[src/rtl/shr_pkg.sv]
package shr_pkg;

  // one serial word: 36 data bits then a parity bit
  localparam int WORD_BITS = 36;
  localparam int FRAME_BITS = WORD_BITS + 1;

  // header field positions inside the shift register after a full frame
  // (arrival bit k lands at index FRAME_BITS-1-k)
  localparam int CYL_W = 8;
  localparam int HEAD_W = 5;
  localparam int SEC_W = 4;
  localparam int CYL_LSB = 11;
  localparam int HEAD_LSB = 6;
  localparam int SEC_LSB = 1;

  typedef enum logic [2:0] {
    S_HUNT_PRE,
    S_HDR,
    S_GAP,
    S_HUNT_SYNC,
    S_DATA,
    S_LPR
  } rdState_e;

  // strobes from control to datapath
  typedef struct packed {
    logic hunt;
    logic clrRun;
    logic shiftEn;
    logic clrAcc;
    logic wordLast;
    logic lprLast;
  } dpStrobe_t;

endpackage

[src/rtl/shr_datapath.sv]
module shr_datapath
  import shr_pkg::*;
#(
  parameter int MIN_ZEROS = 16
) (
  input  logic                 clk,
  input  logic                 rst_n,
  input  logic                 bitValid,
  input  logic                 bitIn,
  input  dpStrobe_t            strobe,
  input  logic [CYL_W-1:0]     tgtCyl,
  input  logic [HEAD_W-1:0]    tgtHead,
  input  logic [SEC_W-1:0]     tgtSector,
  output logic                 syncSeen,
  output logic                 hdrOk,
  output logic                 wordValid,
  output logic [WORD_BITS-1:0] wordData,
  output logic                 wordParErr,
  output logic                 lprDone,
  output logic                 lprErr
);

  localparam int ZR_W = $clog2(MIN_ZEROS + 1);
  localparam logic [ZR_W-1:0] ZR_MAX = ZR_W'(MIN_ZEROS);

  logic [FRAME_BITS-1:0] shiftReg;
  logic [FRAME_BITS-1:0] shiftNext;
  logic [ZR_W-1:0]       zeroRun;
  logic [WORD_BITS-1:0]  lprAcc;
  logic                  frameOdd;
  logic                  fieldsEq;
  logic                  lprBad;

  assign shiftNext = {shiftReg[FRAME_BITS-2:0], bitIn};
  assign frameOdd  = ^shiftNext;

  // header compare works on the frame including the bit arriving now
  assign fieldsEq = (shiftNext[CYL_LSB+CYL_W-1:CYL_LSB] == tgtCyl) &&
                    (shiftNext[HEAD_LSB+HEAD_W-1:HEAD_LSB] == tgtHead) &&
                    (shiftNext[SEC_LSB+SEC_W-1:SEC_LSB] == tgtSector);
  assign hdrOk = fieldsEq && frameOdd;

  // expected check word is the inverted column XOR (odd per column)
  assign lprBad = (shiftNext[FRAME_BITS-1:1] != ~lprAcc) || !frameOdd;

  assign syncSeen = strobe.hunt && bitValid && bitIn && (zeroRun == ZR_MAX);

  always_ff @(posedge clk) begin
    if (!rst_n) begin
      zeroRun <= '0;
    end else if (strobe.clrRun) begin
      zeroRun <= '0;
    end else if (bitValid && strobe.hunt) begin
      if (bitIn) begin
        zeroRun <= '0;
      end else if (zeroRun != ZR_MAX) begin
        zeroRun <= zeroRun + 1'b1;
      end
    end
  end

  always_ff @(posedge clk) begin
    if (!rst_n) begin
      shiftReg <= '0;
    end else if (strobe.shiftEn) begin
      shiftReg <= shiftNext;
    end
  end

  always_ff @(posedge clk) begin
    if (!rst_n) begin
      lprAcc <= '0;
    end else if (strobe.clrAcc) begin
      lprAcc <= '0;
    end else if (strobe.wordLast) begin
      lprAcc <= lprAcc ^ shiftNext[FRAME_BITS-1:1];
    end
  end

  always_ff @(posedge clk) begin
    if (!rst_n) begin
      wordValid  <= 1'b0;
      wordData   <= '0;
      wordParErr <= 1'b0;
      lprDone    <= 1'b0;
      lprErr     <= 1'b0;
    end else begin
      wordValid  <= strobe.wordLast;
      wordParErr <= strobe.wordLast && !frameOdd;
      lprDone    <= strobe.lprLast;
      lprErr     <= strobe.lprLast && lprBad;
      if (strobe.wordLast) begin
        wordData <= shiftNext[FRAME_BITS-1:1];
      end
    end
  end

endmodule

[src/rtl/shr_control.sv]
module shr_control
  import shr_pkg::*;
#(
  parameter int DATA_WORDS = 128,
  parameter int GAP_BITS   = 24,
  parameter int MISS_W     = 4
) (
  input  logic              clk,
  input  logic              rst_n,
  input  logic              bitValid,
  input  logic              sectorPulse,
  input  logic [MISS_W-1:0] missLimit,
  input  logic              syncSeen,
  input  logic              hdrOk,
  output dpStrobe_t         strobe,
  output logic              hdrMatch,
  output logic              hdrNotFound
);

  localparam int MAXB = (GAP_BITS > FRAME_BITS) ? GAP_BITS : FRAME_BITS;
  localparam int CNT_W = $clog2(MAXB);
  localparam int WC_W = $clog2(DATA_WORDS);
  localparam logic [CNT_W-1:0] FRAME_LAST = CNT_W'(FRAME_BITS - 1);
  localparam logic [CNT_W-1:0] GAP_LAST = CNT_W'(GAP_BITS - 1);
  localparam logic [WC_W-1:0] WORDS_LAST = WC_W'(DATA_WORDS - 1);

  rdState_e          state, stateN;
  logic [CNT_W-1:0]  bitCnt, bitCntN;
  logic [WC_W-1:0]   wordCnt, wordCntN;
  logic              accept;
  logic [MISS_W-1:0] missCnt;
  logic [MISS_W-1:0] missInc;

  assign missInc = missCnt + 1'b1;

  always_comb begin
    stateN   = state;
    bitCntN  = bitCnt;
    wordCntN = wordCnt;
    strobe   = '0;
    accept   = 1'b0;
    case (state)
      S_HUNT_PRE: begin
        strobe.hunt = 1'b1;
        if (syncSeen) begin
          stateN  = S_HDR;
          bitCntN = '0;
        end
      end
      S_HDR: begin
        strobe.shiftEn = bitValid;
        if (bitValid) begin
          if (bitCnt == FRAME_LAST) begin
            bitCntN = '0;
            if (hdrOk) begin
              accept = 1'b1;
              stateN = S_GAP;
            end else begin
              strobe.clrRun = 1'b1;
              stateN = S_HUNT_PRE;
            end
          end else begin
            bitCntN = bitCnt + 1'b1;
          end
        end
      end
      S_GAP: begin
        if (bitValid) begin
          if (bitCnt == GAP_LAST) begin
            bitCntN       = '0;
            strobe.clrRun = 1'b1;
            stateN        = S_HUNT_SYNC;
          end else begin
            bitCntN = bitCnt + 1'b1;
          end
        end
      end
      S_HUNT_SYNC: begin
        strobe.hunt = 1'b1;
        if (syncSeen) begin
          strobe.clrAcc = 1'b1;
          bitCntN  = '0;
          wordCntN = '0;
          stateN   = S_DATA;
        end
      end
      S_DATA: begin
        strobe.shiftEn = bitValid;
        if (bitValid) begin
          if (bitCnt == FRAME_LAST) begin
            strobe.wordLast = 1'b1;
            bitCntN = '0;
            if (wordCnt == WORDS_LAST) begin
              stateN = S_LPR;
            end else begin
              wordCntN = wordCnt + 1'b1;
            end
          end else begin
            bitCntN = bitCnt + 1'b1;
          end
        end
      end
      S_LPR: begin
        strobe.shiftEn = bitValid;
        if (bitValid) begin
          if (bitCnt == FRAME_LAST) begin
            strobe.lprLast = 1'b1;
            strobe.clrRun  = 1'b1;
            bitCntN = '0;
            stateN  = S_HUNT_PRE;
          end else begin
            bitCntN = bitCnt + 1'b1;
          end
        end
      end
      default: stateN = S_HUNT_PRE;
    endcase
  end

  always_ff @(posedge clk) begin
    if (!rst_n) begin
      state    <= S_HUNT_PRE;
      bitCnt   <= '0;
      wordCnt  <= '0;
      hdrMatch <= 1'b0;
    end else begin
      state    <= stateN;
      bitCnt   <= bitCntN;
      wordCnt  <= wordCntN;
      hdrMatch <= accept;
    end
  end

  // sector pulses without an accepted header
  always_ff @(posedge clk) begin
    if (!rst_n) begin
      missCnt     <= '0;
      hdrNotFound <= 1'b0;
    end else if (accept) begin
      missCnt     <= '0;
      hdrNotFound <= 1'b0;
    end else if (sectorPulse && !hdrNotFound) begin
      missCnt <= missInc;
      if ((missLimit != '0) && (missInc == missLimit)) begin
        hdrNotFound <= 1'b1;
      end
    end
  end

endmodule

[src/rtl/sector_hdr_reader.sv]
module sector_hdr_reader
  import shr_pkg::*;
#(
  parameter int DATA_WORDS = 128,
  parameter int MIN_ZEROS  = 16,
  parameter int GAP_BITS   = 24,
  parameter int MISS_W     = 4
) (
  input  logic                 clk,
  input  logic                 rst_n,
  input  logic                 bitValid,
  input  logic                 bitIn,
  input  logic                 sectorPulse,
  input  logic [7:0]           tgtCyl,
  input  logic [4:0]           tgtHead,
  input  logic [3:0]           tgtSector,
  input  logic [MISS_W-1:0]    missLimit,
  output logic                 hdrMatch,
  output logic                 wordValid,
  output logic [35:0]          wordData,
  output logic                 wordParErr,
  output logic                 lprDone,
  output logic                 lprErr,
  output logic                 hdrNotFound
);

  dpStrobe_t strobe;
  logic      syncSeen;
  logic      hdrOk;

  shr_control #(
    .DATA_WORDS(DATA_WORDS),
    .GAP_BITS  (GAP_BITS),
    .MISS_W    (MISS_W)
  ) u_ctrl (
    .clk        (clk),
    .rst_n      (rst_n),
    .bitValid   (bitValid),
    .sectorPulse(sectorPulse),
    .missLimit  (missLimit),
    .syncSeen   (syncSeen),
    .hdrOk      (hdrOk),
    .strobe     (strobe),
    .hdrMatch   (hdrMatch),
    .hdrNotFound(hdrNotFound)
  );

  shr_datapath #(
    .MIN_ZEROS(MIN_ZEROS)
  ) u_dp (
    .clk       (clk),
    .rst_n     (rst_n),
    .bitValid  (bitValid),
    .bitIn     (bitIn),
    .strobe    (strobe),
    .tgtCyl    (tgtCyl),
    .tgtHead   (tgtHead),
    .tgtSector (tgtSector),
    .syncSeen  (syncSeen),
    .hdrOk     (hdrOk),
    .wordValid (wordValid),
    .wordData  (wordData),
    .wordParErr(wordParErr),
    .lprDone   (lprDone),
    .lprErr    (lprErr)
  );

endmodule

[config.mk]
export PLATFORM = sky130hd
export DESIGN_NAME = sector_hdr_reader
export DESIGN_NICKNAME = d
export VERILOG_FILES = /design/src/rtl/shr_pkg.sv /design/src/rtl/shr_datapath.sv /design/src/rtl/shr_control.sv /design/src/rtl/sector_hdr_reader.sv
export SDC_FILE = /design/constraint.sdc
export NUM_CORES = 1
export LEC_CHECK = 0
export ABC_CLOCK_PERIOD_IN_PS = 2300
export BUFFER_PORTS_ARGS = -buffer_cell sky130_fd_sc_hd__buf_2
export CAP_MARGIN = 30
export CORE_MARGIN = 2
export CORE_UTILIZATION = 36
export DETAILED_ROUTE_END_ITERATION = 7
export PLACE_DENSITY = 0.54
export SLEW_MARGIN = 10
export SYNTH_ARGS = -nofsm -noshare
export SYNTH_HDL_FRONTEND = slang
export SYNTH_SLANG_ARGS = --single-unit
[constraint.sdc]
create_clock -name clk -period 2.3 [get_ports clk]
set_input_delay 0.23 -clock clk [delete_from_list [all_inputs] [get_ports clk]]
set_output_delay 0.23 -clock clk [all_outputs]
set_load 0.01 [all_outputs]
After elaboration in Yosys (flattened, before gate mapping)
Cells that the tools add are included.

operators by class
  multiplexer cells = 44
  add/subtract/negate cells = 4
  reduce and logical (&&, ||, !) cells = 29
  eq/ne operators = 29
  bitwise gates (word level) = 3

operators by type and width
  kind                 number
  $reduce_xor 37->1    1
  $ne 36x36->1         1
  $not 36->36          1
  $xor 36x36->36       1
  $mux 3               11
  $mux 6               5
  $mux 7               4
  $pmux 3 s6           1
  $pmux 6 s3           1
  $mux 1               17
  $ne 2x1->1 const B   7
  $ne 2x2->1 const B   7
  $pmux 7 s2           1
  $reduce_and 11->1    1
  $logic_and 1x1->1    10
  $mux 5               2
  $eq 4x4->1           2
  $eq 8x8->1           1
  $reduce_or 2->1      4
  $add 7x1->7 const B  1
  $eq 7x7->1 const B   1
  $add 6x1->6 const B  1
  $eq 3x2->1 const B   2
  $eq 3x3->1 const B   2
  other kinds (21)     24

word-level totals
  bits of input ports = 26
  register bits after elaboration = 139
  logic and storage cells = 123

Logic depth before layout (Yosys ltp)
  word-level depth = 9
  mapped depth = 9
  depth with buffers taken out = 8

By module
From an unflattened synthesis, not the netlist that was laid out.

second synthesis, totals
  cells, all modules = 705
  area total of the unflattened synthesis = 6,595.1 sq um

by module, submodules not included
  module        instances  cells an instance  area an instance (sq um)  sequential area each (sq um)
  shr_datapath  1          547                5,283.8                   2,342.2
  shr_control   1          158                1,311.3                   440.4

Worst setup path before layout
OpenSTA, ideal clock, no wires.

  path type = register to register
  start = reg u_dp.shiftReg[15]
  end = reg u_dp.lprErr
  library setup time = 125 ps
  stages on the path, launching flop included = 8
  slack = 254 ps
  arrival = 1,921 ps
  data required time = 2,175 ps
  clock period less this slack = 2,046 ps
  path buffers = 1
  path through = dfxtp_1 -> buf_4 -> xor2_1 -> xnor2_1 -> xnor2_1 -> xnor3_2 -> xnor2_1 -> o41a_1

on the way
  word-level cells in the longest chain between the ends = 4
  elaborated cells on any way between the ends = 5
  those cells by class = 1 x eq/ne; 4 x reduce/logical

RTL lines
  element                   line                text
  start: declaration        shr_datapath.sv:26  logic [FRAME_BITS-1:0] shiftReg;
  start signal: assignment  shr_datapath.sv:66  shiftReg <= shiftNext;
  $reduce_xor 37->1         shr_datapath.sv:35  assign frameOdd = ^shiftNext;
  $logic_not 1->1           shr_datapath.sv:44  assign lprBad = (shiftNext[FRAME_BITS-1:1] != ~lprAcc) || !frameOdd;
  $logic_or 1x1->1 (*)      shr_datapath.sv:44
  $logic_and 1x1->1 (*)     shr_datapath.sv:91  lprErr <= strobe.lprLast && lprBad;
  end signal: assignment    shr_datapath.sv:91
  end: declaration          shr_datapath.sv:20  output logic lprErr

Mark *: on every way between the ends. The rest lies on a longest branch, timed or not.
A chain may end at the register's enable or synchronous reset.

Final worst setup path
  start = reg u_dp.zeroRun[0]
  end = reg u_ctrl.state[1]

on the way
  word-level cells in the longest chain between the ends = 4
  elaborated cells on any way between the ends = 5
  those cells by class = 3 x eq/ne; 2 x reduce/logical

RTL lines
  element                                 line                text
  start: declaration                      shr_datapath.sv:28  logic [ZR_W-1:0] zeroRun;
  start signal: assignment                shr_datapath.sv:57  zeroRun <= zeroRun + 1'b1;
  $eq 5x5->1 (*)                          shr_datapath.sv:46  assign syncSeen = strobe.hunt && bitValid && bitIn && (zeroRun == ZR_MAX);
  $logic_and 1x1->1 (*)                   shr_datapath.sv:46
  $ne 2x2->1 (no source line)             --
  $reduce_and 11->1 (no source line) (*)  --
  end signal: assignment                  shr_control.sv:127  state <= stateN;
  end: declaration                        shr_control.sv:27   rdState_e state, stateN;

Marked as above.

==> results.txt <==
The global-route usage over all layers came out at 0.169. The part of the total power dissipated in the clock network is 0.511. The critical-path maximum fanout came out at 7.

The clock skew after layout is between 0.015 and 0.02 ns. The number of instances in the synthesized netlist came out at approximately 770. STA classifies the critical path startpoint as a flip-flop. Counting along the longest clock path gives a buffer depth of 2. Data arrives at the worst endpoint at about 2.5 ns. The H-tree was split into 4 levels. The total congestion overflow after global routing came out at 0.

Clock latency on the worst-skew pair, taken at its later pin, is approximately 0.43 ns. The number of placed I/O pins is 68. The number of hold violations in the final report came out at 0. The via count came out at around 5,200. The via count of the first global-routing pass is 5,023. The total standard cell area after synthesis is around 6500 µm².

sky130_fd_sc_hd__dfxtp_1 takes more of the synthesized area than any other cell. The number of vias per cell after detailed routing is 4.78. The fraction of registers with async set or reset after synthesis is 0. Clock tree synthesis selected as its root buffer the cell sky130_fd_sc_hd__clkbuf_16. The detailed router's first-iteration violation count came out at around 310. The flow ran to the end, and the final reports show no timing, DRC or antenna violations.

TritonCTS created 17 clock buffers. The site row count is 49. The maximum clock frequency came out at 473 MHz. The count of buffers added on input and output ports is 67. The kind of path behind the tightest hold check is primary input to flip-flop. The share of final-layout standard cells stronger than drive strength 1 came out at 0.182. The area share of the largest cell type after synthesis came out at 0.430. In this run the remaining antenna-violating nets after routing total 0. The met3 track demand over resource in global routing came out at 0.0360. Setup repair after global routing left no endpoint under its margin. The met1 track utilization from global routing came out at 0.226.

Detailed placement finished with a half-perimeter wire length of ~11,000 µm. The max-slew violation total from the final report is 0. After synthesis, the cell types taking the most area are sky130_fd_sc_hd__dfxtp_1 43%, sky130_fd_sc_hd__xor2_1 11%, sky130_fd_sc_hd__nand2_1 9.0%.

The share of the clock period used by the worst path came out at 0.919. Setup total negative slack on the finished layout was measured at 0 ns. The number of flip-flops and latches in the synthesized netlist is around 140. The fraction of met2 tracks used by global routing came out at 0.271. Compared with the post-synthesis result, the final layout area differs by 21.4%. The total leakage power is 3.16 nW.

The pin count of the biggest net entering global routing came out at between 40 and 50. The average detailed-routed wire length per instance came out at ~14 µm. The average cell area after synthesis came out at 8.44 µm².

TritonCTS built the clock tree. The number of antenna violations at the first check in global routing is 1. The final setup slack of the worst path is about 0.19 ns. The area of the die is between 15,000 and 20,000 µm². For this run, the register share of the synthesized area comes to 0.430. The reported max-cap violation count is 0. The cell-internal power is between 4 and 5 mW.

The worst slew margin relative to its limit came out at 0.523. The required time at the endpoint of the critical path came out at ~2.7 ns. The routed wire length is 15,600 µm.

The final count of negative-setup-slack endpoints came out at 0. The number of synthesized flops with an enable pin came out at 0. The vertical die dimension is roughly 140 µm. The flip-flop cell with the highest count after synthesis is sky130_fd_sc_hd__dfxtp_1. Clock-pin slew was measured on the worst setup and hold paths at ~0.060 ns. In this run the power density over the cells is about 670 nW/µm². Of the total power, the share spent switching nets is 0.228.

The last weighted congestion value of the routability-driven placer came out at ~0.8. The floorplan step set the die width to around 140 µm. Total power for the finished layout comes to approximately 5.3 mW. The post-route DRC violation count came out at 0.

The sequential group share of total power came out at 0.456. Post-CTS repair changed the size of 0 cells. The distinct cell type count of the synthesized netlist is 54. The wire length of the first global-routing pass came out at ~26,000 µm. Timing analysis after detailed placement gives a worst setup slack of between 0.15 and 0.2 ns. The number of search-and-repair iterations in the first detailed-routing pass came out at 4. The peak supply drop is slightly below 0.5 mV. The critical path is of the flip-flop to flip-flop type. Hold repair after CTS inserted 0 buffers. The initial standard-cell utilization of the core is 0.364. The filler cell count in the final layout is 1,797. The number of nets at the end of the flow is 880. After clock tree synthesis, the setup repair step added 0 buffers. Of the total power, combinational logic draws 0.032. The kind of end point of the critical path is a flip-flop.

During synthesis, Yosys emitted a total of 0 warnings. Summed over all nets, the switching power comes to approximately 1.2 mW. The number of nets in the synthesized netlist is 800. Subtracting the final worst setup slack from the clock period gives ~2.1 ns. The layer flagged by global routing as most heavily used is met2. The number of clock sinks came out at approximately 140. For the pin with the worst max-slew slack, the measured transition is approximately 0.7 ns. The area of the core is ~18,000 µm².
## critical path, stage by stage (launching register included)
cell and delay (ns):
sky130_fd_sc_hd__dfxtp_1 0.32, sky130_fd_sc_hd__inv_1 0.09, sky130_fd_sc_hd__ha_1 0.14, sky130_fd_sc_hd__and4bb_2 0.31, sky130_fd_sc_hd__a21oi_1 0.10, sky130_fd_sc_hd__nand2b_1 0.17, sky130_fd_sc_hd__a211o_1 0.34, sky130_fd_sc_hd__or4_1 0.47
sky130_fd_sc_hd__o21ai_1 0.11
## sequential cells by signal (all words and copies together), names as in the netlist
signal	flops
u_ctrl.wordCnt	7
u_dp.lprDone	1
u_ctrl.bitCnt	6
u_dp.lprAcc	36
u_ctrl.state	3
u_dp.wordParErr	1
u_dp.lprErr	1
u_dp.shiftReg	36
u_dp.wordData	36
u_ctrl.hdrNotFound	1
u_dp.zeroRun	5
u_ctrl.hdrMatch	1
u_ctrl.missCnt	4
u_dp.wordValid	1
## area by class of cell
class                   instances  area (µm²)  share of cell area
clock inverters                11         108              0.0137
clock buffers                  21         480              0.0611
well taps                     229         287              0.0364
flip-flops and latches        139        2780               0.354
repair buffers                111         716              0.0910
multi-input cells             570        3460               0.440
inverters                       9        33.8             0.00429
diodes                          1        2.50            0.000318
## layer usage
metal  wire length [µm]  part of all wire  vias to the layer above
met4                200             0.013                        0
met5                  0                 0                        -
met1               7810              0.50                     2422
met2               7200              0.46                       76
li1                   -                 -                     2707
met3                428             0.027                       12
## final timing paths
check                    start           endpoint  slack, ns  depth (start not counted)
max            u_dp.zeroRun[0]    u_ctrl.state[1]       0.19                          8
min                      rst_n    u_ctrl.state[0]       0.17                          2
max reg2reg    u_dp.zeroRun[0]    u_ctrl.state[1]       0.19                          8
min reg2reg  u_dp.wordData[10]  u_dp.wordData[10]       0.45                          2
## through the flow
stage	hold WS (ns)	cells	area [µm²]	util
2_1_floorplan	0.429	768	6480	-
3_3_place_gp	0.441	1058	7280	0.409
3_5_place_dp	0.445	1058	7280	0.409
4_1_cts	0.151	1090	7870	0.442
5_1_grt	0.165	1090	7870	0.442
6_report	0.165	1091	7870	0.443
## synth_stat cells, types with 8 or more instances
master	number
sky130_fd_sc_hd__o21ai_0	10
sky130_fd_sc_hd__buf_2	13
sky130_fd_sc_hd__nand2_1	156
sky130_fd_sc_hd__xnor2_1	56
sky130_fd_sc_hd__nand3_1	16
sky130_fd_sc_hd__clkbuf_1	33
sky130_fd_sc_hd__inv_1	9
sky130_fd_sc_hd__nor2_1	60
sky130_fd_sc_hd__xor2_1	78
sky130_fd_sc_hd__nand4_1	15
sky130_fd_sc_hd__and2_1	8
sky130_fd_sc_hd__dfxtp_1	139
sky130_fd_sc_hd__a21oi_1	85
## cell families after synthesis
group | count (synthesis) | share of synthesized area
xor+xnor | 140 | 0.200
buf+inv | 59 | 0.0390
simple gates | 291 | 0.200
fa+ha+maj | 6 | 0.0116
compound gates | 129 | 0.113
mux | 4 | 0.00695
flops | 139 | 0.430
## cell usage in the layout, fill, tap and decap left out, types with 15 or more instances in the layout
| cell | Yosys | final |
|---|---|---|
| sky130_fd_sc_hd__a21oi_1 | 85 | 85 |
| sky130_fd_sc_hd__buf_4 | 4 | 40 |
| sky130_fd_sc_hd__nand2_1 | 156 | 156 |
| sky130_fd_sc_hd__dfxtp_1 | 139 | 139 |
| sky130_fd_sc_hd__nand3_1 | 16 | 16 |
| sky130_fd_sc_hd__nor2_1 | 60 | 60 |
| sky130_fd_sc_hd__buf_2 | 13 | 67 |
| sky130_fd_sc_hd__xor2_1 | 78 | 78 |
| sky130_fd_sc_hd__xnor2_1 | 56 | 56 |
| sky130_fd_sc_hd__clkbuf_16 | 0 | 17 |
| sky130_fd_sc_hd__nand4_1 | 15 | 15 |
## power groups by stage
stage / logic (mW) / clock network [mW] / registers [mW]
6_report: 0.171 / 2.72 / 2.42
5_1_grt: 0.190 / 2.89 / 2.42
4_1_cts: 0.173 / 2.77 / 2.42
3_5_place_dp: 0.173 / 0 / 2.48
3_3_place_gp: 0.173 / 0 / 2.48
2_1_floorplan: 0.108 / 0 / 2.48
Power figures use the tool's default switching activity.
